## src/rtl/spireg_pkg.sv

```systemverilog
package spireg_pkg;
   localparam int FLD_W = 24;

   // Revision word layout: [2:0] metal, [4:3] full, [8:6] IC id,
   // [10:9] fin, [12:11] fab, [18:13] id code, remaining bits zero.
   function automatic logic [FLD_W-1:0] pack_revision(
      input logic [2:0] metal,
      input logic [1:0] full,
      input logic [2:0] icid,
      input logic [1:0] fin,
      input logic [1:0] fab,
      input logic [5:0] code);
      return {5'b0, code, fab, fin, icid, 1'b0, full, metal};
   endfunction

   function automatic logic [FLD_W-1:0] pack_ident(input logic [2:0] dev);
      return {15'b0, dev, 6'b0};
   endfunction
endpackage

```

## src/rtl/spireg_sync.sv

```systemverilog
module spireg_sync #(
   parameter int WIDTH  = 3,
   parameter int STAGES = 2
) (
   input  logic             clk,
   input  logic             rst_n,
   input  logic [WIDTH-1:0] d,
   output logic [WIDTH-1:0] q
);
   if (STAGES < 2) begin : g_bad_stages
      $error("spireg_sync needs at least two stages");
   end

   logic [WIDTH-1:0] stage_q [STAGES];

   for (genvar s = 0; s < STAGES; s++) begin : g_stage
      if (s == 0) begin : g_first
         always_ff @(posedge clk or negedge rst_n)
            if (!rst_n) stage_q[s] <= '0;
            else        stage_q[s] <= d;
      end else begin : g_next
         always_ff @(posedge clk or negedge rst_n)
            if (!rst_n) stage_q[s] <= '0;
            else        stage_q[s] <= stage_q[s-1];
      end
   end

   assign q = stage_q[STAGES-1];
endmodule

```

## src/rtl/spireg_frame.sv

```systemverilog
module spireg_frame #(
   parameter int ADDR_W = 6,
   parameter int DATA_W = 24
) (
   input  logic              clk,
   input  logic              rst_n,
   input  logic              sel,
   input  logic              sck,
   input  logic              sdi,
   input  logic [DATA_W-1:0] rd_word,
   output logic [ADDR_W-1:0] addr_q,
   output logic [DATA_W-1:0] wdata,
   output logic              is_write,
   output logic              done,
   output logic              sdo
);
   localparam int FRAME_W = 2 + ADDR_W + DATA_W;
   localparam int HDR_W   = 1 + ADDR_W;
   localparam int CNT_W   = $clog2(FRAME_W + 1);
   localparam logic [CNT_W-1:0] C_HDR   = CNT_W'(HDR_W);
   localparam logic [CNT_W-1:0] C_OUT0  = CNT_W'(FRAME_W - DATA_W);
   localparam logic [CNT_W-1:0] C_LAST  = CNT_W'(FRAME_W - 1);
   localparam logic [CNT_W-1:0] C_FULL  = CNT_W'(FRAME_W);

   logic [FRAME_W-1:0] sr_q;
   logic [CNT_W-1:0]   cnt_q;
   logic [DATA_W-1:0]  rd_q;
   logic               sck_d;
   logic               rise, fall;
   logic [CNT_W-1:0]   out_idx;
   logic [DATA_W-1:0]  rd_shift;

   assign rise     = sck & ~sck_d;
   assign fall     = ~sck & sck_d;
   assign out_idx  = C_LAST - cnt_q;
   assign rd_shift = rd_q >> out_idx;

   always_ff @(posedge clk or negedge rst_n) begin
      if (!rst_n) begin
         sr_q   <= '0;
         cnt_q  <= '0;
         rd_q   <= '0;
         addr_q <= '0;
         sck_d  <= 1'b0;
         done   <= 1'b0;
         sdo    <= 1'b0;
      end else begin
         sck_d <= sck;
         done  <= 1'b0;
         if (!sel) begin
            cnt_q <= '0;
            sdo   <= 1'b0;
         end else begin
            if (rise && cnt_q != C_FULL) begin
               sr_q  <= {sr_q[FRAME_W-2:0], sdi};
               cnt_q <= cnt_q + 1'b1;
               if (cnt_q == C_LAST) done <= 1'b1;
            end
            if (cnt_q == C_HDR) begin
               addr_q <= sr_q[ADDR_W-1:0];
               rd_q   <= rd_word;
            end
            if (fall)
               sdo <= (cnt_q >= C_OUT0 && cnt_q <= C_LAST) ? rd_shift[0] : 1'b0;
         end
      end
   end

   assign wdata    = sr_q[DATA_W-1:0];
   assign is_write = sr_q[FRAME_W-1];

   logic unused_hdr;
   assign unused_hdr = ^sr_q[FRAME_W-2:DATA_W];

   AST_DONE_FULL: assert property (@(posedge clk) disable iff (!rst_n)
      done |-> (cnt_q == C_FULL && sel)) else $error("done without full frame");
   AST_MISO_HOLD: assert property (@(posedge clk) disable iff (!rst_n)
      (sel && !fall) |=> $stable(sdo)) else $error("miso moved off a falling edge");
   AST_MISO_IDLE: assert property (@(posedge clk) disable iff (!rst_n)
      !sel |=> !sdo) else $error("miso active while deselected");
endmodule

```

## src/rtl/spireg_regmap.sv

```systemverilog
module spireg_regmap
   import spireg_pkg::*;
#(
   parameter int                   ADDR_W    = 6,
   parameter int                   DATA_W    = 24,
   parameter logic [(1<<ADDR_W)-1:0] IMPL_MASK = 64'h0000_0000_FFFF_FFFF,
   parameter int                   ID_ADDR   = 46,
   parameter int                   REV_ADDR  = 7,
   parameter logic [DATA_W-1:0]    ID_VAL    = '0,
   parameter logic [DATA_W-1:0]    REV_VAL   = '0
) (
   input  logic [ADDR_W-1:0] addr,
   input  logic [DATA_W-1:0] ext_rdata,
   output logic [DATA_W-1:0] rd_word,
   output logic              wr_ok
);
   localparam logic [ADDR_W-1:0] A_ID  = ADDR_W'(ID_ADDR);
   localparam logic [ADDR_W-1:0] A_REV = ADDR_W'(REV_ADDR);

   logic fixed_hit;
   assign fixed_hit = (addr == A_ID) || (addr == A_REV);

   always_comb begin
      if (addr == A_ID)         rd_word = ID_VAL;
      else if (addr == A_REV)   rd_word = REV_VAL;
      else if (IMPL_MASK[addr]) rd_word = ext_rdata;
      else                      rd_word = '0;
   end

   assign wr_ok = IMPL_MASK[addr] && !fixed_hit;
endmodule

```

## src/rtl/spireg_slave.sv

```systemverilog
module spireg_slave
   import spireg_pkg::*;
#(
   parameter int                     ADDR_W    = 6,
   parameter int                     DATA_W    = 24,
   parameter int                     SYNC_STG  = 2,
   parameter logic [(1<<ADDR_W)-1:0] IMPL_MASK = 64'h0000_0000_FFFF_FFFF,
   parameter int                     ID_ADDR   = 46,
   parameter int                     REV_ADDR  = 7,
   parameter logic [2:0]             DEV_CODE  = 3'd2,
   parameter logic [2:0]             REV_METAL = 3'd1,
   parameter logic [1:0]             REV_FULL  = 2'd3,
   parameter logic [1:0]             REV_FIN   = 2'd1,
   parameter logic [1:0]             REV_FAB   = 2'd2,
   parameter logic [5:0]             REV_CODE  = 6'd5
) (
   input  logic              clk,
   input  logic              rst_n,
   input  logic              spi_sck,
   input  logic              spi_cs,
   input  logic              spi_mosi,
   output logic              spi_miso,
   output logic [ADDR_W-1:0] reg_addr,
   output logic [DATA_W-1:0] reg_wdata,
   output logic              reg_we,
   input  logic [DATA_W-1:0] reg_rdata
);
   localparam int NREG = 1 << ADDR_W;
   localparam logic [DATA_W-1:0] ID_VAL  = DATA_W'(pack_ident(DEV_CODE));
   localparam logic [DATA_W-1:0] REV_VAL = DATA_W'(pack_revision(
      REV_METAL, REV_FULL, DEV_CODE, REV_FIN, REV_FAB, REV_CODE));

   if (ADDR_W + DATA_W + 2 != 32) begin : g_bad_frame
      $error("frame must total 32 bits");
   end
   if (DATA_W != FLD_W) begin : g_bad_data
      $error("data width must match the revision layout");
   end
   if (ID_ADDR >= NREG || REV_ADDR >= NREG || ID_ADDR == REV_ADDR) begin : g_bad_addr
      $error("fixed register addresses out of range or equal");
   end

   logic       sel_s, sck_s, sdi_s;
   logic [DATA_W-1:0] rd_word;
   logic       wr_ok, is_write, done;

   spireg_sync #(.WIDTH(3), .STAGES(SYNC_STG)) u_sync (
      .clk   (clk),
      .rst_n (rst_n),
      .d     ({spi_cs, spi_sck, spi_mosi}),
      .q     ({sel_s, sck_s, sdi_s})
   );

   spireg_frame #(.ADDR_W(ADDR_W), .DATA_W(DATA_W)) u_frame (
      .clk      (clk),
      .rst_n    (rst_n),
      .sel      (sel_s),
      .sck      (sck_s),
      .sdi      (sdi_s),
      .rd_word  (rd_word),
      .addr_q   (reg_addr),
      .wdata    (reg_wdata),
      .is_write (is_write),
      .done     (done),
      .sdo      (spi_miso)
   );

   spireg_regmap #(
      .ADDR_W(ADDR_W), .DATA_W(DATA_W), .IMPL_MASK(IMPL_MASK),
      .ID_ADDR(ID_ADDR), .REV_ADDR(REV_ADDR), .ID_VAL(ID_VAL), .REV_VAL(REV_VAL)
   ) u_regmap (
      .addr      (reg_addr),
      .ext_rdata (reg_rdata),
      .rd_word   (rd_word),
      .wr_ok     (wr_ok)
   );

   assign reg_we = done & is_write & wr_ok;

   AST_WE_PULSE: assert property (@(posedge clk) disable iff (!rst_n)
      reg_we |=> !reg_we) else $error("write strobe longer than one cycle");
   AST_WE_SELECTED: assert property (@(posedge clk) disable iff (!rst_n)
      reg_we |-> sel_s) else $error("write strobe outside a frame");
   AST_WE_NOT_FIXED: assert property (@(posedge clk) disable iff (!rst_n)
      reg_we |-> (reg_addr != ADDR_W'(ID_ADDR) && reg_addr != ADDR_W'(REV_ADDR)))
      else $error("write strobe to a read-only register");
   AST_RESET_QUIET: assert property (@(posedge clk)
      !rst_n |-> (!reg_we && !spi_miso)) else $error("outputs active in reset");
endmodule

```

## config.mk

```make
export PLATFORM = sky130hd
export DESIGN_NAME = spireg_slave
export DESIGN_NICKNAME = d
export VERILOG_FILES = /design/src/rtl/spireg_pkg.sv /design/src/rtl/spireg_sync.sv /design/src/rtl/spireg_frame.sv /design/src/rtl/spireg_regmap.sv /design/src/rtl/spireg_slave.sv
export SDC_FILE = /design/constraint.sdc
export NUM_CORES = 1
export LEC_CHECK = 0
export BUFFER_PORTS_ARGS = -buffer_cell sky130_fd_sc_hd__buf_2
export CORE_MARGIN = 2
export CORE_UTILIZATION = 60
export CTS_CLUSTER_DIAMETER = 30
export CTS_CLUSTER_SIZE = 24
export DETAILED_ROUTE_END_ITERATION = 16
export PLACE_DENSITY = 0.9
export SETUP_SLACK_MARGIN = 0.5
export SYNTH_ARGS = -nofsm -noshare
export SYNTH_HDL_FRONTEND = slang
export SYNTH_SLANG_ARGS = --single-unit
```

## constraint.sdc

```tcl
create_clock -name clk -period 3.5 [get_ports clk]
set_clock_uncertainty 0.15 [all_clocks]
set_input_delay 0.7 -clock clk [delete_from_list [all_inputs] [get_ports clk]]
set_output_delay 0.7 -clock clk [all_outputs]
set_load 0.01 [all_outputs]
```

Word level (Yosys, flattened, before mapping)
Memories as Yosys holds them, arrays and structs flattened.
Cells that the tools add are included.

word-level totals
  output and inout bits = 32
  register bits after elaboration = 77
  bits of input ports = 29
  memories = 1
  bits in read-only memories = 64
  logic and storage cells = 48

memory list
  name             depth  width  rd ports  clocked after memory_dff  write ports  line                 source
  (no name shown)  64     1      1         0                         0            spireg_regmap.sv:26  else if (IMPL_MASK[addr]) rd_word = ext_rdata;

cells by class
  add/sub/neg operators = 2
  shift-type cells = 1
  magnitude comparators = 3
  equality and inequality tests = 7
  bitwise operators = 6
  mux-type cells = 12
  reductions and logical operators = 7

operators by type and width
  operator                                                            number
  two-way mux 24 bit                                                  3
  >> shifter 24 x 6 -> 1 bit                                          1
  == test 6 x 3 -> 1 bit (second input constant)                      2
  two-way mux 6 bit                                                   2
  less-than comparator 6 x 7 -> 1 bit (second input constant)         1
  two-way mux 1 bit                                                   7
  adder 6 x 1 -> 6 bit (second input constant)                        1
  == test 6 x 5 -> 1 bit (second input constant)                      1
  == test 6 bit (second input constant)                               1
  greater-or-equal comparator 6 x 4 -> 1 bit (second input constant)  1
  less-or-equal comparator 6 x 5 -> 1 bit (second input constant)     1
  inequality test 6 bit (second input constant)                       1
  subtractor 5 x 6 -> 6 bit (first input constant)                    1
  AND 1 bit                                                           4
  inequality test 2 x 1 -> 1 bit (second input constant)              2
  AND reduction 2 bit                                                 2
  logical AND 1 bit                                                   3
  NOT 1 bit                                                           2
  zero test 1 bit                                                     1
  logical OR 1 bit                                                    1

Logic depth before layout (Yosys ltp)
  depth in word-level cells = 5
  gate-level depth with buffers = 8
  mapped depth without buffers = 6

Modules after synthesis
Synthesis repeated with hierarchy kept, for this count alone.

second synthesis, totals
  cells, all modules = 269
  area, all modules = 3614.7 sq um

by module, submodules not included
  module         times used  sequential area each (sq um)  area an instance (sq um)  cells an instance
  spireg_frame   1           1776.7                        3191.8                    220
  spireg_regmap  1           0.0                           244.0                     39
  spireg_sync    1           150.1                         172.7                     9
  spireg_slave   1           0.0                           6.3                       1

Worst setup path after synthesis
OpenSTA, ideal clock, no wires.

  path type = register -> output
  from = register u_frame.addr_q[3]
  to = output port reg_we
  buffers on the path = 0
  slack = 1.516 ns
  data arrival time = 1.134 ns
  required time = 2.650 ns
  stages on the path, launching flop included = 3
  path through = dfrtp_1 > nor4b_4 > nor3_1

on the way
  cells in the longest elaborated chain, start to end = 5
  elaborated cells on any way between the ends = 8
  classes of those cells = eq/ne: 2; mux: 1; bitwise: 1; reduce/logical: 3; memory: 1

RTL lines
  element                                                           line                 source
  start, declared                                                   spireg_frame.sv:11   output logic [ADDR_W-1:0] addr_q,
  start signal, assigned                                            spireg_frame.sv:60   addr_q <= sr_q[ADDR_W-1:0];
  branches (longest 3 deep; another with memory read (64 x 1 bit))  --
  logical AND 1 bit *                                               spireg_regmap.sv:30  assign wr_ok = IMPL_MASK[addr] && !fixed_hit;
  AND 1 bit *                                                       spireg_slave.sv:78   assign reg_we = done & is_write & wr_ok;
  end, declared                                                     spireg_slave.sv:25   output logic reg_we,

Every way passes the cells marked *. The select of a mux whose other input is x is not followed.

Worst setup path in the final report
Same ends and word-level chain as after synthesis.

==> flow_summary.ini <==
[die]
starting_utilization_of_the_core_area = 0.615
floorplan.die_area_mm2 = 0.00663
die_x_um = 81.4
io_pins = 61
fp.dieH_um = 81.4
fp-row-count = 28
fp.coreArea_mm2 = 0.00585

[synth]
post_synth.cell_area_avg_um2 = 14.3
yosysSeqAreaShare = 0.536
synth.ff_latch_count = 77
async_flop_share = 1.00
yosys.cell_types.count = 40
mappedNetlistArea_mm2 = 0.00360
ys.warnings.count = 0
cells_after_synthesis = 251
dominantRegCellSynth = sky130_fd_sc_hd__dfrtp_1
postSynthNetCount = 282
synth_enable_flop_cells = 0

[timing]
finalSetupViolCount = 0
total_negative_slack_for_setup_checks_ns = 0
rsz0062_at_grt = false
drv_slew = 0
hold_slack_ns = 0.209
final_hold_viol_count = 0
timing.fmax_mhz = 379
relSlewSlack = 0.395
final_min_period_over_clock_period = 0.754
setup_slack_ns = 0.863
worst_slew_pin_slew_ns = 0.907
final.min_clock_period_ns = 2.64

[global_route]
first_pass_grt_wire_length_um = 9840
global_route.overflow_total = 0
total_grt_usage = 0.204
first_global_vias = 1994
grt_antenna_before_repair = 0
largest_net_degree_at_the_start_of_global_routing = 78

[power]
power.ir.vdd_worst_mv = 0.349
fraction_of_power_consumed_by_the_clock_network = 0.358
power_switching_share = 0.254
seq_power_share = 0.534
power_leakage_nw = 2.00
power_per_cell_area_mw_per_mm2 = 478
intPower_w = 0.00138
net-switching-power_w = 0.000470
power_frac_comb = 0.108

[status]
status = complete, no violations

[clock_network]
post-cts-setup-buffer-count = 0
cts-hold-fix-buffers = 0
clock_tree.htree_level_count = 3
clkLatencyLatePin_ns = 0.36
clock_tree_from_tritoncts = yes
total_of_cells_resized_after_clock_tree_synthesis = 0
root_buffer = sky130_fd_sc_hd__clkbuf_8
clkTransAtPathRegs_ns = 0.08
cts_num_sinks = 77
tritoncts_buffer_count = 9
cts_buffer_depth = 2

[final_layout]
final_util = 0.662
final_nets = 317
synthToLayoutAreaGrowth_pct = 7.69
final_common_cell = sky130_fd_sc_hd__dfrtp_1
layout.cells.most_common_list = sky130_fd_sc_hd__dfrtp_1, sky130_fd_sc_hd__buf_2, sky130_fd_sc_hd__mux2_4
insertedDiodeCount = 0
post_route_cells_drive_above_1_share = 0.414

[critical_path]
startpoint_type = register
startpoint = u_frame.addr_q[3]
worstSetupEndpoint = reg_we
worst-r2r-cell-count = 4
r2r-end = u_frame.rd_q[18]
setup.worst_path.class = reg -> out
required_time_reported_for_the_critical_path_endpoint_ns = 2.65
critical_path_peak_fanout = 10
crit_path_capture_type = output port
reg_to_reg_start = u_frame.cnt_q[0]
critPathArrivalTime_ns = 1.79
regToRegSetupSlack_ns = 1.08

[routing]
first_pass_iteration_count_of_the_detailed_router = 4
routed_wirelength_um = 6130
met3_length_um = 288
detail_route.iter0.violations = 178
wire_per_inst_um = 16.8
drtAntennaViolNets = 0
post_route_drc = 0
met2_wirelength_um = 2970
drt-met1-wl_um = 2710
top_layer_used = met4
vias = 2051
viasPerCell = 5.62

[placement]
post_place_setup_slack_ns = 1.10
post-dp-hpwl_um = 4190
placement.io_buffers = 60
gp_routability_congestion = 0.857

[run]
maxCapViolations = 0

[min_path]
hp-class = reg -> reg
==> stage by stage <==
| stage | cell area (um^2) | power [W] | cells |
|---|---|---|---|
| floorplan | 3600 | 0.00118 | 251 |
| global placement | 3680 | 0.00120 | 350 |
| detailed placement | 3680 | 0.00121 | 350 |
| CTS | 3870 | 0.00187 | 365 |
| global route | 3870 | 0.00193 | 365 |
| finish | 3870 | 0.00185 | 365 |
==> layout make-up <==
type,count,area [um^2]
Timing Repair Buffer,61,310
Sequential cell,77,1930
Tap cell,75,93.8
Inverter,4,15.0
Clock inverter,6,70.1
Clock buffer,9,124
Fill cell,382,1980
Multi-Input combinational cell,133,1330
==> how the worst min path moves through the flow <==
stage | startpoint | to | depth (start not counted)
final | u_sync.stage_q[4] | u_sync.q[1] | 0
after floorplan | u_sync.stage_q[3] | u_sync.q[0] | 0
after global routing | u_sync.stage_q[4] | u_sync.q[1] | 0
after detailed placement | u_sync.stage_q[4] | u_sync.q[1] | 0
after global placement | u_sync.stage_q[4] | u_sync.q[1] | 0
after CTS | u_sync.stage_q[4] | u_sync.q[1] | 0
==> worst max-delay path, stage by stage (launching register included) <==
cell and delay (ns):
sky130_fd_sc_hd__dfrtp_1 0.45, sky130_fd_sc_hd__nor4b_4 0.67, sky130_fd_sc_hd__nor3_1 0.13, sky130_fd_sc_hd__buf_2 0.18
==> synthesized netlist by cell type (all sizes together), types with 2 or more instances <==
library cell	count	share of area
o31ai	8	0.018
or3	3	0.0052
mux4	5	0.031
dfrtp	77	0.54
inv	4	0.0042
xor2	3	0.0073
a22o	16	0.039
nor4b	2	0.013
mux2	38	0.15
nand4	5	0.010
a21boi	2	0.0073
clkbuf	2	0.0021
ha	2	0.0070
nand2	13	0.016
mux2i	5	0.014
nor3	3	0.0073
nor2	14	0.015
buf	35	0.087
and3	2	0.0035
==> kinds of logic after synthesis <==
| kind of cell | count (synthesis) | share of synthesized area |
|---|---|---|
| and+or+nand+nor | 47 | 0.0800 |
| muxes | 48 | 0.195 |
| AOI/OAI and AO/OA | 32 | 0.0786 |
| adders and majority gates | 2 | 0.00696 |
| buffers and inverters | 41 | 0.0936 |
| DFF | 77 | 0.536 |
| xor gates and xnor gates | 4 | 0.00974 |
==> layer usage <==
layer / track usage / up-vias
li1: - / 942
met1: 0.283 / 1036
met2: 0.297 / 55
met3: 0.0484 / 18
met4: 0.112 / 0
met5: 0 / -
==> registers in the layout, summed over array words and instances (netlist names) <==
register / cells
u_frame.addr_q: 6
u_frame.cnt_q: 6
u_frame.done: 1
u_frame.rd_q: 24
u_frame.sck_d: 1
u_frame.sdo: 1
u_frame.sr_q: 32
u_sync.q: 3
u_sync.stage_q: 3
==> power groups by stage <==
stage | registers [W] | clock network, W | logic, W
final | 0.000989 | 0.000662 | 0.000199
after global routing | 0.00100 | 0.000710 | 0.000215
after CTS | 0.000990 | 0.000674 | 0.000203
after detailed placement | 0.00101 | 0 | 0.000202
after global placement | 0.00100 | 0 | 0.000198
after floorplan | 0.000988 | 0 | 0.000191
(Power assumes the default switching activity.)
